==> src/rtl/fan_seq_pkg.sv <==
package fan_seq_pkg;

   localparam int unsigned NUM_FANS = 6;
   localparam int unsigned STEP_W   = 3;
   localparam int unsigned CODE_W   = 3;
   localparam int unsigned MAX_SHIFT = (1 << CODE_W) - 1;

   // Step position at which each fan is switched on: fan 6,2,3,1,4,5.
   function automatic int unsigned step_of_fan(input int unsigned fan_bit);
      case (fan_bit)
         5:       return 0;
         1:       return 1;
         2:       return 2;
         0:       return 3;
         3:       return 4;
         default: return 5;
      endcase
   endfunction

endpackage

==> src/rtl/fan_seq_prescale.sv <==
module fan_seq_prescale #(
   parameter int unsigned TICK_CYCLES = 1000
) (
   input  logic clk,
   input  logic rst_n,
   input  logic clear,
   input  logic run,
   output logic tick
);
   localparam int unsigned PRE_W = (TICK_CYCLES > 1) ? $clog2(TICK_CYCLES) : 1;

   if (TICK_CYCLES < 1) begin : g_bad_tick
      $error("fan_seq_prescale: TICK_CYCLES must be at least 1");
   end

   if (TICK_CYCLES == 1) begin : g_direct
      // Every running cycle is a tick.
      assign tick = run;
   end else begin : g_counted
      logic [PRE_W-1:0] pre_cnt;
      logic             wrap;

      assign wrap = (pre_cnt == PRE_W'(TICK_CYCLES - 1));
      assign tick = run && wrap;

      always_ff @(posedge clk or negedge rst_n) begin
         if (!rst_n) begin
            pre_cnt <= '0;
         end else if (clear || !run) begin
            pre_cnt <= '0;
         end else if (wrap) begin
            pre_cnt <= '0;
         end else begin
            pre_cnt <= pre_cnt + 1'b1;
         end
      end
   end

endmodule

==> src/rtl/fan_seq_interval.sv <==
module fan_seq_interval
   import fan_seq_pkg::*;
#(
   parameter int unsigned BASE_TICKS = 143
) (
   input  logic              clk,
   input  logic              rst_n,
   input  logic              clear,
   input  logic              tick,
   input  logic [CODE_W-1:0] div_code,
   output logic              step
);
   localparam int unsigned MAX_LIMIT = BASE_TICKS << MAX_SHIFT;
   localparam int unsigned TCNT_W    = $clog2(MAX_LIMIT + 1) + 1;

   if (BASE_TICKS < 1) begin : g_bad_base
      $error("fan_seq_interval: BASE_TICKS must be at least 1");
   end

   logic [TCNT_W-1:0] tick_cnt;
   logic [TCNT_W-1:0] limit;
   logic [TCNT_W-1:0] next_cnt;

   // divisor is 2^code, applied to the current step at once.
   assign limit    = TCNT_W'(BASE_TICKS) << div_code;
   assign next_cnt = tick_cnt + 1'b1;
   assign step     = tick && (next_cnt >= limit);

   always_ff @(posedge clk or negedge rst_n) begin
      if (!rst_n) begin
         tick_cnt <= '0;
      end else if (clear) begin
         tick_cnt <= '0;
      end else if (step) begin
         tick_cnt <= '0;
      end else if (tick) begin
         tick_cnt <= next_cnt;
      end
   end

endmodule

==> src/rtl/fan_seq_order.sv <==
module fan_seq_order
   import fan_seq_pkg::*;
(
   input  logic                clk,
   input  logic                rst_n,
   input  logic                clear,
   input  logic                step,
   output logic [NUM_FANS-1:0] fan_en,
   output logic                done
);
   logic [STEP_W-1:0] step_idx;

   assign done = (step_idx == STEP_W'(NUM_FANS));

   always_ff @(posedge clk or negedge rst_n) begin
      if (!rst_n) begin
         step_idx <= '0;
      end else if (clear) begin
         step_idx <= '0;
      end else if (step && !done) begin
         step_idx <= step_idx + 1'b1;
      end
   end

   // One sticky enable per fan, set at its own step position.
   for (genvar f = 0; f < NUM_FANS; f++) begin : g_fan
      localparam logic [STEP_W-1:0] MY_STEP = STEP_W'(step_of_fan(f));
      always_ff @(posedge clk or negedge rst_n) begin
         if (!rst_n) begin
            fan_en[f] <= 1'b0;
         end else if (clear) begin
            fan_en[f] <= 1'b0;
         end else if (step && (step_idx == MY_STEP)) begin
            fan_en[f] <= 1'b1;
         end
      end
   end

endmodule

==> src/rtl/fan_power_seq.sv <==
module fan_power_seq
   import fan_seq_pkg::*;
#(
   parameter int unsigned TICK_CYCLES = 1000,
   parameter int unsigned BASE_TICKS  = 143
) (
   input  logic              clk,
   input  logic              rst_n,
   input  logic              supply_ok,
   input  logic [CODE_W-1:0] div_code,
   output logic [5:0]        fan_en,
   output logic              seq_done
);
   if (NUM_FANS != 6) begin : g_bad_fans
      $error("fan_power_seq: order table is defined for six fans");
   end

   logic supply_q;
   logic clear;
   logic running;
   logic tick;
   logic step;

   always_ff @(posedge clk or negedge rst_n) begin
      if (!rst_n) begin
         supply_q <= 1'b0;
      end else begin
         supply_q <= supply_ok;
      end
   end

   // low supply or the first high sample restarts everything.
   assign clear   = !(supply_ok && supply_q);
   assign running = !clear && !seq_done;

   fan_seq_prescale #(
      .TICK_CYCLES (TICK_CYCLES)
   ) u_prescale (
      .clk   (clk),
      .rst_n (rst_n),
      .clear (clear),
      .run   (running),
      .tick  (tick)
   );

   fan_seq_interval #(
      .BASE_TICKS (BASE_TICKS)
   ) u_interval (
      .clk      (clk),
      .rst_n    (rst_n),
      .clear    (clear),
      .tick     (tick),
      .div_code (div_code),
      .step     (step)
   );

   fan_seq_order u_order (
      .clk    (clk),
      .rst_n  (rst_n),
      .clear  (clear),
      .step   (step),
      .fan_en (fan_en),
      .done   (seq_done)
   );

endmodule

==> config.mk <==
export PLATFORM = sky130hd
export DESIGN_NAME = fan_power_seq
export DESIGN_NICKNAME = d
export VERILOG_FILES = /design/src/rtl/fan_seq_pkg.sv /design/src/rtl/fan_seq_prescale.sv /design/src/rtl/fan_seq_interval.sv /design/src/rtl/fan_seq_order.sv /design/src/rtl/fan_power_seq.sv
export SDC_FILE = /design/constraint.sdc
export NUM_CORES = 1
export LEC_CHECK = 0
export ABC_AREA = 0
export BUFFER_PORTS_ARGS = -buffer_cell sky130_fd_sc_hd__buf_2
export CAP_MARGIN = 20
export CORE_UTILIZATION = 60
export DETAILED_ROUTE_END_ITERATION = 7
export PLACE_DENSITY = 0.89
export SYNTH_ARGS = -nofsm -noshare
export SYNTH_HDL_FRONTEND = slang
export SYNTH_SLANG_ARGS = --single-unit
==> constraint.sdc <==
create_clock -name clk -period 7.35 [get_ports clk]
set_clock_uncertainty 0.1 [all_clocks]
set_input_delay 1.8375 -clock clk [delete_from_list [all_inputs] [get_ports clk]]
set_output_delay 1.8375 -clock clk [all_outputs]
set_load 0.01 [all_outputs]
==> results.md, run 1 <==
* Via-per-instance ratio at 5.94
* Critical Path Max Stage Delay at 0.44 ns
* Final Wtd Congestion at 0.860
* Number of max-slew violations in the final report at 0
* CTS tree: done
* Total power per unit cell area at 141 nW/um^2
* First-pass GRT wire length at 8890 um
* Library cells used by synthesis at 44
* Setup Buffers After CTS at 0
* Clk pwr share at 39.1%
* Sequential share of power at 54.4%
* CP Launch Type: input pin
* Nets@finish at 316
* Worst Hold Endpoint: u_order.fan_en[4]$_DFFE_PN0P_
* Port bufs at 12
* Synth Cell Area at 2440 sq um
* RSZ-0062 raised after global routing: false
* CP max FO at 10
* Final worst-path cycle share at 57.2%
* Most common cell after layout, fill and taps aside: nand2_1
* Final Hold Fails at 0
* Num ports at 13
* Final setup violation count at 0
* Mux cell area share after synthesis at 1.44%
* Mapped Nets at 305
* CTS Root Cell: clkbuf_8
* Post-cts sizing count at 0
* Post-synth EDFFs at 0
* Worst setup margin at 3.15 ns
* Rel. slew slack at 31.1%
* Number of global-route vias before repair at 2006
* GRT met1 Usage at 34.1%
* Antenna violations before repair at 0
* Critical path type: input pin to register
* Worst-path cell chain: buf_2 -> inv_1 -> ha_1 -> inv_1 -> ha_1 -> o21a_1 -> o211ai_1 -> a2111o_1 -> a21oi_1 -> o21ai_4 -> mux2_4
* Hold-fix buffers at CTS at 0
* Clk_lat worst skew at 0.29 ns
* Final min period at 4.20 ns
* Synthesized flop and latch total at 36
* Least-Margin Pin Slew at 1.03 ns
* # Max-Cap Violations at 0
* Leakage at 1.26 nW
* Initial drt markers at 109
* Hold Startpoint: u_order.fan_en[4]$_DFFE_PN0P_
* Area Growth Syn to Fin at 6.99%
* Place WS at 2.86 ns
* Antenna diodes at 0
* Post-synth ARST share at 100%
* Internal at 0.000283 W
* Fin Setup TNS at 0 ns
* Seq/Total Area, Yosys at 37.0%
* R2R depth at 12
* Routed Wire Length at 5130 um
* Layout cell share with drive strength beyond 1 at 10.8%
* Met3 Track Usage GR at 4.86%
* Total gr overflow at 0
* Worst R2R Start: u_interval.tick_cnt[0]$_DFFE_PN0P_
* Switching part of the total at 22.9%
* GRT Total Usage at 27.2%
* Capture point of the worst reg-to-reg path: u_order.step_idx[1]$_DFFE_PN0P_
* Busiest metal layer after global routing: met2
* WL per Instance at 15.3 um
* Ys flop type: dfrtp_1
* Status: completed
* Critical path data arrival time at 4.28 ns
* Max Root-Sink Buffers at 2
* Post-DP HPWL at 3790 um
* Psw at 0.0000842 W
* CP max stage cell: a2111o_1
* Post-synthesis simple-gate area fraction at 25.9%
* Total CTS buffers at 5
* Hold Crit Class: register to register
* Die area at 4320 sq um
* Logic pwr share at 6.5%
* Core area at 3770 sq um
* Cell count after synthesis at 276
* FF-to-FF setup slack at 3.40 ns
* Chip width at 65.7 um
* Initial core utilization at 64.6%
* Die height at 65.7 um
* Syn Area/Cell at 8.83 sq um
* WP data required at 7.43 ns
* Post-synthesis compound-gate area fraction at 13.8%
* Hold Path Depth at 2
* CP Launch Point: div_code[2]
* Reg clk slew, reported paths at 0.07 ns
* Std-Cell Rows at 22
* Adder-Cell Fraction of Synth Area at 11.8%
* Xor-xnor portion of the synthesized cell area at 6.47%
* Drt pass-1 iters at 4
* Most frequent cells in the layout: nand2_1, dfrtp_1, nor2_1
* Via Count at 1996
* Met2 GRT Util at 46.7%
* Fmax at 238 MHz
* Main combinational cell family by area after synthesis: simple AND/OR/NAND/NOR gates
* Synth warnings at 0
* H-tree Lvls at 2
* Antenna-violating nets left at 0
* Critical Path End Type: register
* VDD IR max at 0.138 mV
* Detailed-route DRC error count at 0
* Largest net degree at the start of global routing at 37
* CTS sink cnt at 36
==> cell families (layout without fill, tap and decap cells) <==
kind of cell / Yosys count / in the layout
AND/OR/NAND/NOR: 130 / 130
AO/OA/AOI/OAI: 45 / 45
flip-flops: 36 / 36
adder cells (fa/ha/maj): 23 / 23
buffers and inverters: 21 / 33
XOR/XNOR: 18 / 18
multiplexers: 3 / 3
==> metal layers <==
layer  part of all wire [%]  wire (um)  vias to the layer above
met3                    4.1        208                        9
li1                       -          -                      989
met4                    1.3         65                        0
met5                      0          0                        -
met2                     51       2620                       59
met1                     44       2230                      939
==> synthesized netlist by cell type, types with 2 or more instances <==
master     instances  area share [%]
nand2b_1           5             1.3
inv_1             13             2.0
xor2_1             7             2.5
dfrtp_1           36              37
and3_1             6             1.5
o2111ai_1          3             1.1
nor2_1            26             4.0
o21a_1             3            0.92
and2_1             3            0.77
or2_2              5             1.3
buf_2              2            0.41
o211ai_1           4             1.2
nor3_1             4            0.82
a21o_1             4             1.2
a21oi_1            8             1.6
ha_1              23              12
o31ai_1            3            0.92
nand2_1           50             7.7
a2111oi_0          2            0.72
xnor2_1           11             4.0
o21ai_0           10             2.1
nand4_1            7             1.8
mux2i_1            2            0.82
a32oi_1            3             1.1
clkbuf_1           5            0.77
nand3_1           12             2.5
nor4_1             2            0.51
==> worst max path at each step <==
stage                                                  to  slack [ns]
after floorplan           u_order.step_idx[1]$_DFFE_PN0P_        3.06
after global placement    u_order.step_idx[1]$_DFFE_PN0P_        2.99
after detailed placement  u_order.step_idx[1]$_DFFE_PN0P_        2.86
after CTS                 u_order.step_idx[1]$_DFFE_PN0P_        3.15
after global routing      u_order.step_idx[1]$_DFFE_PN0P_        2.99
final                     u_order.step_idx[1]$_DFFE_PN0P_        3.15
==> per-stage QoR <==
step	power, W	instances	cell area [sq um]	utilization (%)	hold WS [ns]
after CTS	0.000373	336	2610	69.1	0.381
after detailed placement	0.000227	328	2520	66.7	0.360
after floorplan	0.000218	276	2440	-	0.333
after global routing	0.000381	336	2610	69.1	0.385
final	0.000367	336	2610	69.1	0.383
after global placement	0.000226	328	2520	66.7	0.346
==> flip-flops by register name, summed over array words and instances (netlist names) <==
name	count
u_prescale.g_counted.pre_cnt	10
u_order.step_idx	3
u_order.fan_en	6
u_interval.tick_cnt	16
supply_q	1
==> cell type report <==
class / instances / area, sq um
sequential: 36 / 901
fill: 296 / 1160
timing repair buffer: 12 / 60.1
clock buffer: 8 / 90.1
inverter: 13 / 48.8
tap: 48 / 60.1
multi-input combinational: 219 / 1450
==> power by group through the flow <==
stage	sequential (W)	clock (W)	combinational [W]
finish	0.000199	0.000144	0.0000239
global route	0.000199	0.000154	0.0000276
CTS	0.000199	0.000149	0.0000244
detailed placement	0.000203	0	0.0000241
global placement	0.000203	0	0.0000228
floorplan	0.000203	0	0.0000149
==> worst max-delay path: cells and delay by family <==
kind	cells	cell delay, ns
buffers and inverters	3	0.36
adders and majority gates	2	0.58
muxes	1	0.36
AOI/OAI and AO/OA	5	1.14
(Power assumes the default switching activity.)
==> run 2, diff against run 1 <==
--- a/config.mk
+++ b/config.mk
@@ -8,9 +8,9 @@
 export ABC_AREA = 0
 export BUFFER_PORTS_ARGS = -buffer_cell sky130_fd_sc_hd__buf_2
 export CAP_MARGIN = 20
-export CORE_UTILIZATION = 60
+export CORE_UTILIZATION = 55
 export DETAILED_ROUTE_END_ITERATION = 7
-export PLACE_DENSITY = 0.89
+export PLACE_DENSITY = 0.87
 export SYNTH_ARGS = -nofsm -noshare
 export SYNTH_HDL_FRONTEND = slang
 export SYNTH_SLANG_ARGS = --single-unit
==> constraint.sdc (replaced) <==
create_clock -name clk -period 3.4 [get_ports clk]
set_clock_uncertainty 0.1 [all_clocks]
set_input_delay 0.85 -clock clk [delete_from_list [all_inputs] [get_ports clk]]
set_output_delay 0.85 -clock clk [all_outputs]
set_load 0.01 [all_outputs]
==> run 2 against run 1 <==
  * Worst setup slack got worse by 3.0 ns
  * Sequential power increased by 120%
  * Design area increased by 4.2%
  * Utilization decreased by 3.1 points
  * Largest cell class unchanged
==> results.md, run 2 (same netlist as run 1, synthesis figures left out) <==
* CTS Root Cell: clkbuf_8
* Port bufs at 12 (unchanged)
* WL per Instance at 14.9 um (-2.6%)
* Via-per-instance ratio at 5.78 (-2.6%)
* Final min period at 3.25 ns
* Total CTS buffers at 5 (unchanged)
* Final Hold Fails at 0 (unchanged)
* VDD IR max at 0.569 mV (+310%)
* Multi-input logic area at 1470 sq um (+1.7%)
* Sequential share of power at 50.4% (-4.0 points)
* Detailed-route DRC error count at 0 (unchanged)
* Logic pwr share at 6.2% (-0.3 points)
* CP Launch Point: u_interval.tick_cnt[1]$_DFFE_PN0P_
* Initial drt markers at 85 (-22%)
* Most common cell after layout, fill and taps aside: nand2_1
* CP Launch Type: register
* GRT Total Usage at 24.5% (-2.7 points)
* FILL cells at 329 (+11%)
* Routed Wire Length at 5140 um (+0.25%)
* Critical Path Sink: u_order.step_idx[1]$_DFFE_PN0P_
* Reg clk slew, reported paths at 0.07 ns (about the same)
* Leakage at 1.31 nW (+4.1%)
* CP max FO at 8 (-2)
* Chip width at 68.6 um (+4.3%)
* Most frequent cells in the layout: nand2_1, dfrtp_1, nor2_1
* Max Root-Sink Buffers at 2 (unchanged)
* Fmax at 308 MHz
* Internal at 0.000663 W (+130%)
* Core area at 4120 sq um (+9.1%)
* Via Count at 2001 (+0.25%)
* Reg area at 902 sq um (+0.14%)
* CTS tree: done
* Final Wtd Congestion at 0.857 (-0.36%)
* Initial core utilization at 59.2% (-5.4 points)
* Switching part of the total at 22.5% (-0.49 points)
* Antenna diodes at 0 (unchanged)
* Total power per unit cell area at 315 nW/um^2 (+120%)
* Capture point of the worst reg-to-reg path: u_order.step_idx[1]$_DFFE_PN0P_
* Critical path data arrival time at 3.33 ns (-0.95 ns)
* Antenna violations before repair at 0 (unchanged)
* Clk pwr share at 43.5% (+4.4 points)
* Worst R2R Start: u_interval.tick_cnt[1]$_DFFE_PN0P_
* Place WS at 0.0369 ns (-2.82 ns)
* Clk_lat worst skew at 0.29 ns (about the same)
* Die area at 4700 sq um (+8.8%)
* Final worst-path cycle share at 95.6%
* Total gr overflow at 0 (unchanged)
* Layout cell share with drive strength beyond 1 at 15.2% (+4.4 points)
* Hold Crit Class: register to register
* Fin Setup TNS at 0 ns (unchanged)
* Final setup violation count at 0 (unchanged)
* Rel. slew slack at 48.8% (+18 points)
* Regs by FF count: u_interval.tick_cnt (16), u_prescale.g_counted.pre_cnt (10), u_order.fan_en (6)
* Reg with most FFs: u_interval.tick_cnt
* Number of global-route vias before repair at 1933 (-3.6%)
* Psw at 0.000192 W (+130%)
* Hold-fix buffers at CTS at 0 (unchanged)
* Area Growth Syn to Fin at 11.5%
* Nets@finish at 324 (+2.5%)
* WP data required at 3.48 ns (-3.95 ns)
* H-tree Lvls at 2 (unchanged)
* Std-Cell Rows at 23 (+4.5%)
* Critical path type: register to register
* Least-Margin Pin Slew at 0.768 ns (-0.262 ns)
* Status: completed
* CTS sink cnt at 36 (unchanged)
* Total power at 0.000856 W (+130%)
* # Max-Cap Violations at 0 (unchanged)
* Number of max-slew violations in the final report at 0 (unchanged)
* Worst setup margin at 0.148 ns (-3.00 ns)
* Max FFs per register at 16 (unchanged)
* Critical Path End Type: register
* Num ports at 13 (unchanged)
* Die height at 68.6 um (+4.3%)
* Drt pass-1 iters at 4 (unchanged)
* Antenna-violating nets left at 0 (unchanged)
* FF-to-FF setup slack at 0.15 ns (-3.25 ns)
* R2R depth at 13 (+1)
* Post-DP HPWL at 3780 um (-0.18%)
* Largest net degree at the start of global routing at 37 (unchanged)
* First-pass GRT wire length at 8470 um (-4.7%)
[run 2: power groups by stage]
stage          clock network [W]  registers, W  logic (W)
2_1_floorplan                  0      0.000439  0.0000324
3_3_place_gp                   0      0.000439  0.0000499
3_5_place_dp                   0      0.000439  0.0000525
4_1_cts                 0.000382      0.000431  0.0000529
5_1_grt                 0.000392      0.000431  0.0000608
6_report                0.000372      0.000431  0.0000527
[run 2: layout make-up]
type | instances | area share [%]
flip-flops and latches | 36 | 33.2
well taps | 50 | 2.30
multi-input cells | 219 | 54.2
clock buffers | 5 | 2.53
inverters | 13 | 1.80
repair buffers | 20 | 4.42
clock inverters | 3 | 1.57
[run 2: worst min path at each step]
| stage | from | end | slack, ns | cells after the start |
|---|---|---|---|---|
| after floorplan | u_prescale.g_counted.pre_cnt[0]$_DFF_PN0_ | u_prescale.g_counted.pre_cnt[0]$_DFF_PN0_ | 0.33 | 1 |
| after global placement | u_prescale.g_counted.pre_cnt[0]$_DFF_PN0_ | u_prescale.g_counted.pre_cnt[0]$_DFF_PN0_ | 0.35 | 1 |
| after detailed placement | u_prescale.g_counted.pre_cnt[0]$_DFF_PN0_ | u_prescale.g_counted.pre_cnt[0]$_DFF_PN0_ | 0.35 | 1 |
| after CTS | u_prescale.g_counted.pre_cnt[0]$_DFF_PN0_ | u_prescale.g_counted.pre_cnt[0]$_DFF_PN0_ | 0.38 | 1 |
| after global routing | u_prescale.g_counted.pre_cnt[0]$_DFF_PN0_ | u_prescale.g_counted.pre_cnt[0]$_DFF_PN0_ | 0.39 | 1 |
| final | u_prescale.g_counted.pre_cnt[0]$_DFF_PN0_ | u_prescale.g_counted.pre_cnt[0]$_DFF_PN0_ | 0.37 | 1 |
[run 2: worst max-delay path, stage by stage, from the launching register on]
cell and delay, ns:
dfrtp_1 0.36, ha_1 0.18, nand2_1 0.11, nor4_1 0.27, buf_4 0.16, nand2_1 0.06, and2_1 0.16, or2_2 0.30
ha_1 0.28, nand3_1 0.14, a2111o_1 0.38, a21oi_4 0.20, o21ai_4 0.13, mux2_4 0.31
[run 2: repair_timing]
action                     CTS  global route
setup buffers                0             1
setup endpoints to repair    0            14
gates resized for setup      0             5
[run 2: per-stage QoR]
stage | std cells | util (%) | cell area (sq um) | hold slack (ns)
CTS | 345 | 65.3 | 2690 | 0.378
global placement | 337 | 62.6 | 2570 | 0.347
floorplan | 276 | - | 2440 | 0.333
global route | 346 | 66.0 | 2720 | 0.394
detailed placement | 337 | 62.6 | 2570 | 0.350
finish | 346 | 66.0 | 2720 | 0.373
[run 2: per-layer routing]
layer / vias up / track usage [%] / share of wire, %
li1: 1008 / - / -
met1: 936 / 30.8 / 46
met2: 52 / 40.8 / 49
met3: 5 / 4.61 / 4.8
met4: 0 / 10.9 / 0.60
met5: - / 0 / 0
==> run 3, diff against run 2 <==
--- a/config.mk
+++ b/config.mk
@@ -8,9 +8,10 @@
 export ABC_AREA = 0
 export BUFFER_PORTS_ARGS = -buffer_cell sky130_fd_sc_hd__buf_2
 export CAP_MARGIN = 20
-export CORE_UTILIZATION = 55
+export CORE_UTILIZATION = 60
 export DETAILED_ROUTE_END_ITERATION = 7
-export PLACE_DENSITY = 0.87
+export PLACE_DENSITY = 0.89
+export SLEW_MARGIN = 40
 export SYNTH_ARGS = -nofsm -noshare
 export SYNTH_HDL_FRONTEND = slang
 export SYNTH_SLANG_ARGS = --single-unit
==> constraint.sdc (replaced) <==
create_clock -name clk -period 3.1 [get_ports clk]
set_clock_uncertainty 0.1 [all_clocks]
set_input_delay 0.775 -clock clk [delete_from_list [all_inputs] [get_ports clk]]
set_output_delay 0.775 -clock clk [all_outputs]
set_load 0.01 [all_outputs]
==> run 3 against run 2 <==
  * Critical path type unchanged
  * Largest cell class unchanged
  * The run now ends with negative setup slack left
  * Global-route usage up 3.2 points
  * Register-to-register slack worse by 0.15 ns
  * Worst hold slack worse by 0.049 ns
  * Sequential power up 9.7%
  * Design area up 15%
  * Routed wire length up 26%
  * Largest power group unchanged
  * Final cell count up 6.9%
  * Flip-flop and latch count unchanged
==> results.md, run 3 (same netlist as run 1, synthesis figures left out) <==
* WP data required at 3.18 ns (-0.30 ns)
* Logic pwr share at 8.1% (+1.9 points)
* Number of global-route vias before repair at 2001 (+3.5%)
* Antenna-violating nets left at 0 (unchanged)
* Routed Wire Length at 6460 um (+26%)
* Die height at 65.7 um (-4.1%)
* Max FFs per register at 16 (unchanged)
* CP Launch Point: u_interval.tick_cnt[1]$_DFFE_PN0P_
* Area Growth Syn to Fin at 28.8%
* Regs by FF count: u_interval.tick_cnt (16), u_prescale.g_counted.pre_cnt (10), u_order.fan_en (6)
* Initial core utilization at 64.6% (+5.4 points)
* Fmax at 322 MHz (+4.7%)
* Nets@finish at 350 (+8.0%)
* Reg clk slew, reported paths at 0.07 ns (about the same)
* FILL cells at 206 (-37%)
* Failing checks: negative setup slack
* Port bufs at 12 (unchanged)
* Final setup violation count at 3 (+3)
* CP max FO at 3 (-5)
* H-tree Lvls at 2 (unchanged)
* CP Launch Type: register
* Core area at 3770 sq um (-8.4%)
* Internal at 0.000675 W (+1.8%)
* Post-DP HPWL at 4090 um (+8.0%)
* Switching part of the total at 24.5% (+2.0 points)
* Detailed-route DRC error count at 0 (unchanged)
* Total gr overflow at 0 (unchanged)
* Drt pass-1 iters at 4 (unchanged)
* Most common cell after layout, fill and taps aside: nand2_1
* # Max-Cap Violations at 0 (unchanged)
* Layout cell share with drive strength beyond 1 at 31.4% (+16 points)
* Total power per unit cell area at 285 nW/um^2 (-9.5%)
* Final Util at 83.2% (+17 points)
* Final Wtd Congestion at 0.875 (+2.0%)
* Largest net degree at the start of global routing at 37 (unchanged)
* Critical path data arrival time at 3.19 ns (-0.14 ns)
* CTS Root Cell: clkbuf_8
* Sequential share of power at 52.9% (+2.5 points)
* GRT Total Usage at 27.8% (+3.2 points)
* VDD IR max at 0.363 mV (-36%)
* First-pass GRT wire length at 8870 um (+4.7%)
* Hold Crit Class: input pin to async pin
* Via-per-instance ratio at 5.96 (+3.0%)
* Hold-fix buffers at CTS at 0 (unchanged)
* Leakage at 1.52 nW (+15%)
* Final min period at 3.11 ns (-0.146 ns)
* Status: finished with violations
* Via Count at 2204 (+10%)
* Least-Margin Pin Slew at 0.692 ns (-0.0756 ns)
* Multi-input logic area at 1710 sq um (+16%)
* Chip width at 65.7 um (-4.1%)
* Psw at 0.000219 W (+14%)
* Worst setup margin at -0.00558 ns (-0.154 ns)
* Antenna violations before repair at 0 (unchanged)
* Die area at 4320 sq um (-8.1%)
* Critical path type: register to register
* Clk pwr share at 39.1% (-4.4 points)
* Finished Layout Cells at 370 (+6.9%)
* Initial drt markers at 166 (+95%)
* Worst R2R Start: u_interval.tick_cnt[1]$_DFFE_PN0P_
* Max Root-Sink Buffers at 2 (unchanged)
* CTS sink cnt at 36 (unchanged)
* Most frequent cells in the layout: nand2_1, dfrtp_1, buf_4
* Final Hold Fails at 0 (unchanged)
* Rel. slew slack at 53.8% (+5.0 points)
* Reg area at 903 sq um (+0.14%)
* Final worst-path cycle share at 100% (+4.5 points)
* Std-Cell Rows at 22 (-4.3%)
* Placed cells at 352 (+4.5%)
* Total CTS buffers at 5 (unchanged)
* Reg with most FFs: u_interval.tick_cnt
* Num ports at 13 (unchanged)
* WL per Instance at 17.5 um (+17%)
* Number of max-slew violations in the final report at 0 (unchanged)
* Critical Path End Type: register
* Clk_lat worst skew at 0.30 ns (about the same)
* CTS tree: done
* Antenna diodes at 0 (unchanged)
## run 3: through the flow
step           area (sq um)  power, W  worst slack (ns)  hold slack (ns)  TNS, ns
3_3_place_gp           2720  0.000541             0.101            0.354        0
3_5_place_dp           2720  0.000544           -0.0307            0.365   -0.101
2_1_floorplan          2460  0.000517          0.000371            0.333        0
6_report               3140  0.000894          -0.00558            0.325  -0.0122
4_1_cts                2820  0.000886            0.0249            0.378        0
5_1_grt                3140  0.000928            -0.122            0.358    -1.82
## run 3: cell type report
class | count | area share [%]
Multi-Input combinational cell | 220 | 54.6
Inverter | 13 | 1.56
Sequential cell | 36 | 28.8
Clock buffer | 6 | 2.63
Clock inverter | 2 | 0.319
Tap cell | 48 | 1.91
Timing Repair Buffer | 45 | 10.1
## run 3: critical path: stages, from the launching register on
cell	delay [ns]
dfrtp_1	0.39
ha_4	0.16
nand2_4	0.05
nor4_4	0.35
nand2_1	0.12
and2_4	0.17
or2_4	0.24
ha_4	0.27
nand3_2	0.07
a2111o_1	0.48
a21oi_4	0.20
o21ai_4	0.09
mux2_4	0.30
## run 3: power groups by stage
| stage | sequential (W) | combinational [W] | clock (W) |
|---|---|---|---|
| detailed placement | 0.000482 | 0.0000622 | 0 |
| finish | 0.000473 | 0.0000721 | 0.000349 |
| CTS | 0.000473 | 0.0000627 | 0.000351 |
| global route | 0.000472 | 0.0000795 | 0.000376 |
| floorplan | 0.000481 | 0.0000358 | 0 |
| global placement | 0.000481 | 0.0000591 | 0 |
## run 3: worst paths after layout
path | endpoint | slack [ns] | cells past startpoint
min in group clk | u_prescale.g_counted.pre_cnt[0]$_DFF_PN0_ | 0.38 | 1
max in group asynchronous | u_interval.tick_cnt[0]$_DFFE_PN0P_ | 2.23 | 1
worst min-delay path | u_prescale.g_counted.pre_cnt[9]$_DFF_PN0_ | 0.32 | 1
worst max-delay path | u_order.step_idx[1]$_DFFE_PN0P_ | -0.006 | 12
worst max register to register | u_order.step_idx[1]$_DFFE_PN0P_ | -0.006 | 12
worst min register to register | u_prescale.g_counted.pre_cnt[0]$_DFF_PN0_ | 0.38 | 1
## run 3: repair_timing
action                                 4_1_cts  5_1_grt
pin swaps                                    0       22
endpoints found under the hold margin        0        0
buffers inserted                             0        9
setup endpoints to repair                    6       23
gates resized for setup                      2       44
gates cloned                                 0        1
## run 3: per-layer routing
metal  GRT usage [%]  wire [um]  vias to the layer above
met5               0          0                        -
met4            12.0        191                        0
met3            4.86        281                       20
met2            45.9       3240                       65
met1            35.4       2750                     1061
li1                -          -                     1058
